### config.mk
export PLATFORM = sky130hd
export DESIGN_NAME = refresh_inserter
export DESIGN_NICKNAME = d
export VERILOG_FILES = /design/src/rtl/rfr_pkg.sv /design/src/rtl/rfr_interval_timer.sv /design/src/rtl/rfr_cycle_seq.sv /design/src/rtl/rfr_row_ctr.sv /design/src/rtl/refresh_inserter.sv
export SDC_FILE = /design/constraint.sdc
export NUM_CORES = 1
export LEC_CHECK = 0
export ABC_CLOCK_PERIOD_IN_PS = 1560
export BUFFER_PORTS_ARGS = -buffer_cell sky130_fd_sc_hd__buf_2
export CORE_MARGIN = 2
export CORE_UTILIZATION = 47
export CTS_CLUSTER_DIAMETER = 200
export DETAILED_ROUTE_END_ITERATION = 6
export GPL_ROUTABILITY_DRIVEN = 1
export MAX_ROUTING_LAYER = met4
export PLACE_DENSITY = 0.76
export SYNTH_ARGS = -nofsm -noshare
export SYNTH_HDL_FRONTEND = slang
export SYNTH_HIERARCHICAL = 1
export SYNTH_SLANG_ARGS = --single-unit
### constraint.sdc
create_clock -name clk -period 1.56 [get_ports clk]
set_input_delay 0.312 -clock clk [delete_from_list [all_inputs] [get_ports clk]]
set_output_delay 0.312 -clock clk [all_outputs]
set_load 0.03 [all_outputs]
### src/rtl/rfr_pkg.sv
package rfr_pkg;
  // events passed between the timer, sequencer and row counter
  typedef struct packed {
    logic expire;
    logic done;
  } rfr_evt_t;

  function automatic int unsigned rfr_cnt_w(input int unsigned len);
    return (len < 2) ? 1 : $clog2(len + 1);
  endfunction
endpackage

### src/rtl/rfr_interval_timer.sv
module rfr_interval_timer #(
  parameter int INTV_W = 8
) (
  input  logic              clk,
  input  logic              rst,
  input  logic              en,
  input  logic [INTV_W-1:0] interval,
  output logic              expire
);
  logic [INTV_W-1:0] tmr_q;

  assign expire = en && (tmr_q == interval);

  always_ff @(posedge clk) begin
    if (rst || !en)  tmr_q <= '0;
    else if (expire) tmr_q <= '0;
    else             tmr_q <= tmr_q + 1'b1;
  end
endmodule

### src/rtl/rfr_cycle_seq.sv
module rfr_cycle_seq #(
  parameter int CYC_LEN = 3
) (
  input  logic clk,
  input  logic rst,
  input  logic en,
  input  logic expire,
  input  logic boundary,
  output logic hold_q,
  output logic strobe_n_q,
  output logic done
);
  localparam int CNT_W = rfr_pkg::rfr_cnt_w(CYC_LEN);

  logic             pend_q, pend_nxt, start;
  logic [CNT_W-1:0] cnt_q, cnt_nxt;

  always_comb begin
    start    = en && pend_q && boundary && (cnt_q == '0);
    pend_nxt = en && ((pend_q && !start) || expire);
    if (start)             cnt_nxt = CNT_W'(CYC_LEN);
    else if (cnt_q != '0)  cnt_nxt = cnt_q - 1'b1;
    else                   cnt_nxt = '0;
  end

  assign done = (cnt_q == CNT_W'(1));

  always_ff @(posedge clk) begin
    if (rst) begin
      pend_q     <= 1'b0;
      cnt_q      <= '0;
      hold_q     <= 1'b0;
      strobe_n_q <= 1'b1;
    end else begin
      pend_q     <= pend_nxt;
      cnt_q      <= cnt_nxt;
      hold_q     <= pend_nxt || (cnt_nxt != '0);
      strobe_n_q <= (cnt_nxt == '0);
    end
  end
endmodule

### src/rtl/rfr_row_ctr.sv
module rfr_row_ctr #(
  parameter int ROW_W = 8
) (
  input  logic             clk,
  input  logic             rst,
  input  logic             inc,
  output logic [ROW_W-1:0] row_q
);
  always_ff @(posedge clk) begin
    if (rst)      row_q <= '0;
    else if (inc) row_q <= row_q + 1'b1;
  end
endmodule

### src/rtl/refresh_inserter.sv
module refresh_inserter #(
  parameter int INTV_W  = 8,
  parameter int ROW_W   = 8,
  parameter int CYC_LEN = 3
) (
  input  logic              clk,
  input  logic              rst,
  input  logic              cfg_en,
  input  logic [INTV_W-1:0] cfg_interval,
  input  logic              mc_boundary,
  output logic              hold_req,
  output logic [ROW_W-1:0]  rfsh_addr,
  output logic              rfsh_n
);
  rfr_pkg::rfr_evt_t evt;

  rfr_interval_timer #(.INTV_W(INTV_W)) u_tmr (
    .clk(clk), .rst(rst), .en(cfg_en), .interval(cfg_interval),
    .expire(evt.expire)
  );

  rfr_cycle_seq #(.CYC_LEN(CYC_LEN)) u_seq (
    .clk(clk), .rst(rst), .en(cfg_en), .expire(evt.expire),
    .boundary(mc_boundary), .hold_q(hold_req), .strobe_n_q(rfsh_n),
    .done(evt.done)
  );

  rfr_row_ctr #(.ROW_W(ROW_W)) u_row (
    .clk(clk), .rst(rst), .inc(evt.done), .row_q(rfsh_addr)
  );
endmodule

After elaboration in Yosys (flattened, before gate mapping)
Cells that the tools add are included.
W data, S select, Z words.
{"block": "word_totals", "mem_count": 0, "ram_bits": 0, "wordCells": 29, "latchBits": 0, "ff_bits": 21, "input_bits": 12, "rom_bits": 0}
{"block": "classes", "addsub": 3, "bitwise": 0, "mux": 2, "order_cmp": 0, "eq_ne": 2, "n_mul": 0, "reduce_logical": 16, "shift": 0, "n_div": 0}
{"cell": "$add A8 B1 Y8 const B", "count": 2}
{"cell": "$eq A8 B8 Y1", "count": 1}
{"cell": "$logic_and A1 B1 Y1", "count": 6}
{"cell": "$logic_not A2 Y1", "count": 2}
{"cell": "$mux W2", "count": 2}
{"cell": "$reduce_bool A2 Y1", "count": 2}
{"cell": "$logic_or A1 B1 Y1", "count": 3}
{"cell": "$eq A2 B1 Y1 const B", "count": 1}
{"cell": "$logic_not A1 Y1", "count": 2}
{"cell": "$reduce_or A2 Y1", "count": 1}
{"cell": "$sub A2 B1 Y2 const B", "count": 1}

Longest topological paths before layout
Gate-level depths: netlist (run 1).
{"block": "logic_depth", "depth_word": 8, "ltp_mapped": 6, "mapped_depth_nobuf": 5}

Modules after synthesis
Netlist (run 1), hierarchy kept.
{"module": "rfr_interval_timer", "instances": 1, "area_each_um2": 474.2, "seq_area_each_um2": 160.2, "cells_per_inst": 48}
{"module": "rfr_row_ctr", "instances": 1, "area_each_um2": 339.1, "seq_area_each_um2": 160.2, "cells_per_inst": 37}
{"module": "rfr_cycle_seq", "instances": 1, "area_each_um2": 214.0, "seq_area_each_um2": 100.1, "cells_per_inst": 19}

Worst setup path before layout (run 1)
OpenSTA, ideal clock, no wires.
{"block": "synth_path", "path_kind": "register -> register", "start": "register u_tmr.tmr_q[2]", "end": "register u_seq.pend_q", "setup_time_ns": 0.079, "stages_incl_launch_ff": 7, "slack_ns": 0.015, "arrival_time_ns": 1.466, "path_cell_list": "dfxtp_1 -> buf_6 -> xor2_1 -> nor4_4 -> and3_1 -> nor2_1 -> a211oi_2"}
{"item": "start, declared", "line_no": "rfr_interval_timer.sv:10", "rtl": "logic [INTV_W-1:0] tmr_q;"}
{"item": "start signal, assigned", "line_no": "rfr_interval_timer.sv:17", "rtl": "else tmr_q <= tmr_q + 1'b1;"}
{"item": "end signal, assigned", "line_no": "rfr_cycle_seq.sv:35", "rtl": "pend_q <= pend_nxt;"}
{"item": "end, declared", "line_no": "rfr_cycle_seq.sv:15", "rtl": "logic pend_q, pend_nxt, start;"}

==> results by group, run 1 <==
Outcome
  • Status: complete, no violations

Worst setup path
  • Worst EP required: approximately 1.8 ns
  • Worst reg2reg path endpoint: u_seq/pend_q
  • CP Capture Type: register
  • FF-to-FF setup slack: approximately 0.15 ns
  • Critical Path Slowest Stage Cell: dfxtp_1
  • Crit-path cells: xor2_1 -> nor4_4 -> and3_1 -> nor2_1 -> a211oi_2
  • Setup CP Type: register to register
  • Max stage delay on crit path: between 0.3 and 0.4 ns
  • Critical R2R Launch: u_tmr/tmr_q[2]
  • Register-to-Register Path Depth: 5
  • Startpoint types: register
  • Worst-path fanout max: 4
  • Crit path DAT: 1.62 ns

Placement
  • DP Area: ~0.0012 mm2
  • GPL Wtd Cong: approximately 0.8
  • Buffers on Ports: 21
  • Post-DP HPWL: between 1000 and 1500 um

Final layout
  • Design Area, Final: between 0.001 and 0.0015 mm2
  • Antenna cells: 0
  • Final net count: 144
  • Layout cells sized above 1: 0.287
  • Area Growth Syn to Fin: 16.9%

Global routing
  • First-pass GRT wire length: approximately 3200 um
  • Largest net degree at the start of global routing: 16
  • Global Route Usage Sum: 0.163
  • Grt ovf: 0
  • Initial antenna violation count: 0
  • Vias in the first global route: about 780

STA
  • Final worst-path cycle share: 0.901
  • Slew Viols, Final: 0
  • Setup violations, final: 0
  • Layout Skew: 0.00345 ns
  • Final TNS setup: 0 ns
  • Final Hold Fails: 0
  • Fmax: 711 MHz
  • Fin crit period: between 1 and 1.5 ns
  • RSZ-0062 raised after global routing: no
  • Slew of the pin with the lowest slew margin: 0.294 ns
  • Slew headroom: 0.804

CTS
  • Worst-Skew Late Latency: ~0.29 ns
  • H-tree depth: 1
  • Hold_buf cts: 0
  • Clock Sinks: 21
  • CTS root buf: clkbuf_4
  • Reg clk slew, reported paths: between 0.1 and 0.15 ns
  • TritonCTS clock tree: built
  • Post-CTS setup buffers: 0
  • Cts bufs inserted: 3
  • Clock buffer depth: 2

Drt
  • Pre-Repair DR Iteration Count: 4
  • Via Count: ~840
  • Initial DRC Count: 18
  • Vias per Instance: 5.37
  • Final WL: 1870 um
  • WL/cell: ~12 um
  • DRC: 0
  • Antenna viol nets, final: 0

Min path
  • WHS Endpoint: u_seq/pend_q
  • Hold Path Stages: 3
  • Worst hold-check path type: input pin to register
  • Worst Min Path Start: cfg_en

Logic synthesis
  • Distinct cells, synth: 29
  • Average cell area after synthesis: between 9 and 10 um2
  • Yosys synthesis warning count: 6
  • Syn Std Cell Area: between 0.001 and 0.0015 mm2
  • Seq/Total Area, Yosys: 0.409
  • Cell count after synthesis: roughly 100
  • Yosys reg bits: 21
  • Mapped Nets: around 120

Pwr
  • P per Cell Area: 707 mW/mm2
  • Peak supply drop: between 600 and 700 uV
  • Leakage: just under 0.5 nW

Floorplanning
  • # rows: 16
  • Top Ports: 22
  • Die width: a little over 50 um
  • Die H: 50.8 um
  • Full die area: 0.00258 mm2
  • Core area: ~0.0020 mm2
  • Starting Density: 0.513

Job
  • Max Cap Viol: 0
## metrics by stage
stage | util | setup WS [ns] | power [mW] | cells | hold slack [ns]
global placement | 0.584 | 0.129 | 0.614 | 152 | 0.467
floorplan | - | 0.0151 | 0.588 | 104 | 0.381
CTS | 0.598 | 0.0599 | 0.861 | 156 | 0.315
global route | 0.600 | 0.0457 | 0.890 | 156 | 0.309
detailed placement | 0.584 | 0.0913 | 0.616 | 152 | 0.486
finish | 0.600 | 0.154 | 0.849 | 156 | 0.325
## per-layer routing
| metal | vias to the layer above | wire length, um | track usage | share of wire |
|---|---|---|---|---|
| li1 | 431 | - | - | - |
| met1 | 384 | 898 | 0.206 | 0.48 |
| met2 | 20 | 882 | 0.268 | 0.47 |
| met3 | 2 | 69 | 0.0179 | 0.037 |
| met4 | 0 | 14 | 0.0676 | 0.0075 |
| met5 | - | 0 | - | 0 |
## worst max-delay path, delay by kind of cell (launching register included)
family           cells  cell delay (ns)
flip-flops           1             0.36
AO/OA/AOI/OAI        1             0.20
AND/OR/NAND/NOR      3             0.59
XOR/XNOR             1             0.19
## flip-flops by register name, indices dropped and copies added (netlist names)
name              count
u_seq/pend_q          1
u_seq/hold_q          1
u_row/row_q           8
u_seq/cnt_q           2
u_tmr/tmr_q           8
u_seq/strobe_n_q      1
## cells in the final DEF (no fill, tap or decap), types with 2 or more instances in the layout
cell	synthesis	routed
ha_1	2	2
dfxtp_1	21	19
o21ai_0	7	7
xnor2_1	2	2
nand2b_1	2	2
a21oi_1	4	4
inv_1	3	3
nand3_1	6	6
a211oi_2	2	2
nor4_4	2	2
dfxtp_2	0	2
nand4_1	3	3
buf_2	0	21
a221oi_1	3	3
xor2_1	13	13
a211oi_1	5	5
clkbuf_4	0	3
nor2_1	7	7
buf_4	1	4
or3_1	6	6
nand2_1	3	3
## synth_stat cells
cell type	instances	area (um2)
dfxtp_1	21	420
xor2_1	13	114
nor2_1	7	26.3
o21ai_0	7	35.0
nand3_1	6	30.0
or3_1	6	37.5
a211oi_1	5	37.5
a21oi_1	4	20.0
a221oi_1	3	26.3
inv_1	3	11.3
nand2_1	3	11.3
nand4_1	3	18.8
a211oi_2	2	25.0
buf_1	2	7.51
ha_1	2	25.0
nand2b_1	2	12.5
nor4_4	2	42.5
xnor2_1	2	17.5
a21o_1	1	7.51
and3_1	1	6.26
and3b_1	1	8.76
buf_4	1	7.51
buf_6	1	11.3
mux2i_1	1	10.0
nand3b_1	1	7.51
nand4_2	1	12.5
nand4b_4	1	23.8
nor2b_1	1	6.26
o31ai_1	1	7.51
## power breakdown
group / switching, mW / total (mW) / internal [mW] / leakage (nW)
logic: 0.0350 / 0.0598 / 0.0248 / 0.295
clock network: 0.146 / 0.245 / 0.0992 / 0.0150
registers: 0.00464 / 0.544 / 0.539 / 0.170
total: 0.186 / 0.849 / 0.663 / 0.480
## cell type report
type                       instances  area (um2)
clock buffer                       4        26.3
fill                             174         801
inverter                           3        11.3
multi-input combinational         76         572
sequential                        21         423
tap                               27        33.8
timing repair buffer              25         135
## worst max path at each step
| stage | slack [ns] | cells past startpoint | to | from |
|---|---|---|---|---|
| floorplan | 0.02 | 6 | u_seq/pend_q | u_tmr/tmr_q[2] |
| global placement | 0.13 | 4 | u_tmr/tmr_q[6] | u_tmr/tmr_q[0] |
| detailed placement | 0.09 | 4 | u_row/row_q[7] | u_seq/cnt_q[0] |
| CTS | 0.06 | 4 | u_row/row_q[7] | u_seq/cnt_q[0] |
| global route | 0.05 | 5 | u_seq/pend_q | u_tmr/tmr_q[4] |
| finish | 0.15 | 5 | u_seq/pend_q | u_tmr/tmr_q[2] |
## kinds of logic after synthesis
logic type / synth area share
DFF: 0.409
xor gates and xnor gates: 0.128
muxes: 0.00974
AOI/OAI and AO/OA: 0.155
and+or+nand+nor: 0.238
adders and majority gates: 0.0244
buffers and inverters: 0.0365
## repair_timing
action                                  4_1_cts  5_1_grt
gates resized for setup                       0        3
endpoints found under the hold margin         0        0
endpoints found under the setup margin        0        2
(Power assumes the default switching activity.)
==> run 2: changes to the inputs <==
Settings changed: CORE_MARGIN 2 to 1.
==> results by group, run 2 (synthesized netlist as in run 1, its figures left out) <==
CTS
  • Clock Sinks: 21
  • TritonCTS clock tree: built
  • H-tree depth: 1
  • Reg clk slew, reported paths: about 0.11 ns
  • PostCTS Resize Cnt: 0
  • CTS root buf: clkbuf_4
  • Worst-Skew Late Latency: ~0.3 ns
  • Clock buffer depth: 2
  • Hold_buf cts: 0
  • Post-CTS setup buffers: 0
  • Cts bufs inserted: 3

STA
  • Layout Skew: approximately 0.0021 ns
  • Slew headroom: 0.796
  • Fmax: between 600 and 700 MHz
  • Slew of the pin with the lowest slew margin: roughly 0.3 ns
  • RSZ-0062 raised after global routing: no
  • Worst Setup Slack, final: ~0.11 ns
  • Final Hold Fails: 0
  • Final TNS setup: 0 ns
  • Slew Viols, Final: 0
  • Final worst-path cycle share: 0.932
  • Setup violations, final: 0
  • Fin crit period: 1.45 ns
  • Hold_ws: ~0.32 ns

Final layout
  • Reg area: around 420 um2
  • Commonest non-fill, non-tap cell in the layout: buf_2
  • Fin cells: ~160
  • Antenna cells: 0
  • Fillers: 190
  • Final net count: about 140
  • Layout cells sized above 1: 0.279
  • Design Area, Final: roughly 0.0012 mm2
  • Util after Layout: 0.599
  • Commonest non-fill, non-tap cells in the layout: buf_2, dfxtp_1, xor2_1
  • Largest regs: u_row/row_q: 8 flops, u_tmr/tmr_q: 8 flops, u_seq/cnt_q: 2 flops
  • Multi-input gate area: ~570 um2
  • Area Growth Syn to Fin: 16.8%

Drt
  • Final WL: 1950 um
  • Initial DRC Count: 10
  • Vias per Instance: 5.44
  • WL/cell: roughly 13 um
  • DRC: 0
  • Via Count: 849
  • Antenna viol nets, final: 0
  • Pre-Repair DR Iteration Count: 4

Worst setup path
  • FF-to-FF setup slack: roughly 0.11 ns
  • Startpoint types: register
  • CP Capture Type: register
  • Worst EP required: roughly 1.8 ns
  • Register-to-Register Path Depth: 5
  • Top delay family on crit path: simple AND/OR/NAND/NOR gates
  • CP bufs+invs: 0
  • Critical Path Slowest Stage Cell: dfxtp_1
  • Max stage delay on crit path: about 0.47 ns
  • Crit path DAT: 1.68 ns
  • CP Depth: 5
  • Crit-path cells: xor2_1 -> nor4_4 -> and3_1 -> nor2_1 -> a211oi_2
  • Setup CP Type: register to register
  • Worst-path fanout max: 6

Floorplanning
  • # rows: 16
  • Full die area: 0.00238 mm2
  • Core area: between 0.002 and 0.0025 mm2
  • Starting Density: 0.513
  • Top Ports: 22
  • Die width: 48.8 um
  • Die H: around 49 um

Pwr
  • Peak supply drop: 529 uV
  • P per Cell Area: 718 mW/mm2
  • Pwr Total: between 800 and 900 uW
  • Leakage: around 0.48 nW

Placement
  • Placed cells: ~150
  • Buffers on Ports: 21
  • Post-DP HPWL: approximately 1400 um
  • Dpl ws: about 0.094 ns
  • DP Area: about 0.0012 mm2
  • GPL Wtd Cong: slightly above 0.8

Global routing
  • Global Route Usage Sum: 0.189
  • Vias in the first global route: roughly 860
  • Grt ovf: 0
  • First-pass GRT wire length: ~3500 um
  • Largest net degree at the start of global routing: 16
  • Initial antenna violation count: 0

Min path
  • Worst hold-check path type: input pin to register
  • Hold Path Stages: 3

Job
  • Max Cap Viol: 0

Outcome
  • Status: complete, no violations
run 2: cell counts in the layout (fill, tap and decap cells not counted):
Identical to the previous run, type by type.
run 2: area by class of cell:
type	count	share of cell area
multi-input combinational	76	0.477
sequential	21	0.351
timing repair buffer	25	0.113
tap	27	0.0282
clock buffer	4	0.0219
inverter	3	0.00938
run 2: worst min-delay path, delay by kind of cell:
kind | cells | cell delay, ns
buffers and inverters | 1 | 0.14
and+or+nand+nor | 1 | 0.09
AOI/OAI and AO/OA | 1 | 0.04
run 2: path summary, 6_finish.rpt:
check | startpoint | end
setup / recovery | u_tmr/tmr_q[2] | u_seq/pend_q
hold / removal | cfg_en | u_seq/pend_q
setup reg to reg | u_tmr/tmr_q[2] | u_seq/pend_q
hold reg to reg | u_seq/cnt_q[0] | u_seq/cnt_q[0]
run 2: layer usage:
metal / track usage / up-vias / routed length, um / part of all wire
met2: 0.331 / 16 / 976 / 0.50
met1: 0.222 / 400 / 879 / 0.45
met4: 0.0735 / 0 / 23 / 0.012
met3: 0.0189 / 4 / 74 / 0.038
met5: - / - / 0 / 0
li1: - / 429 / - / -
run 2: power by group:
part	switching (mW)	internal (mW)
Combinational	0.0383	0.0264
Clock	0.156	0.0996
Sequential	0.00334	0.539
Total	0.197	0.665
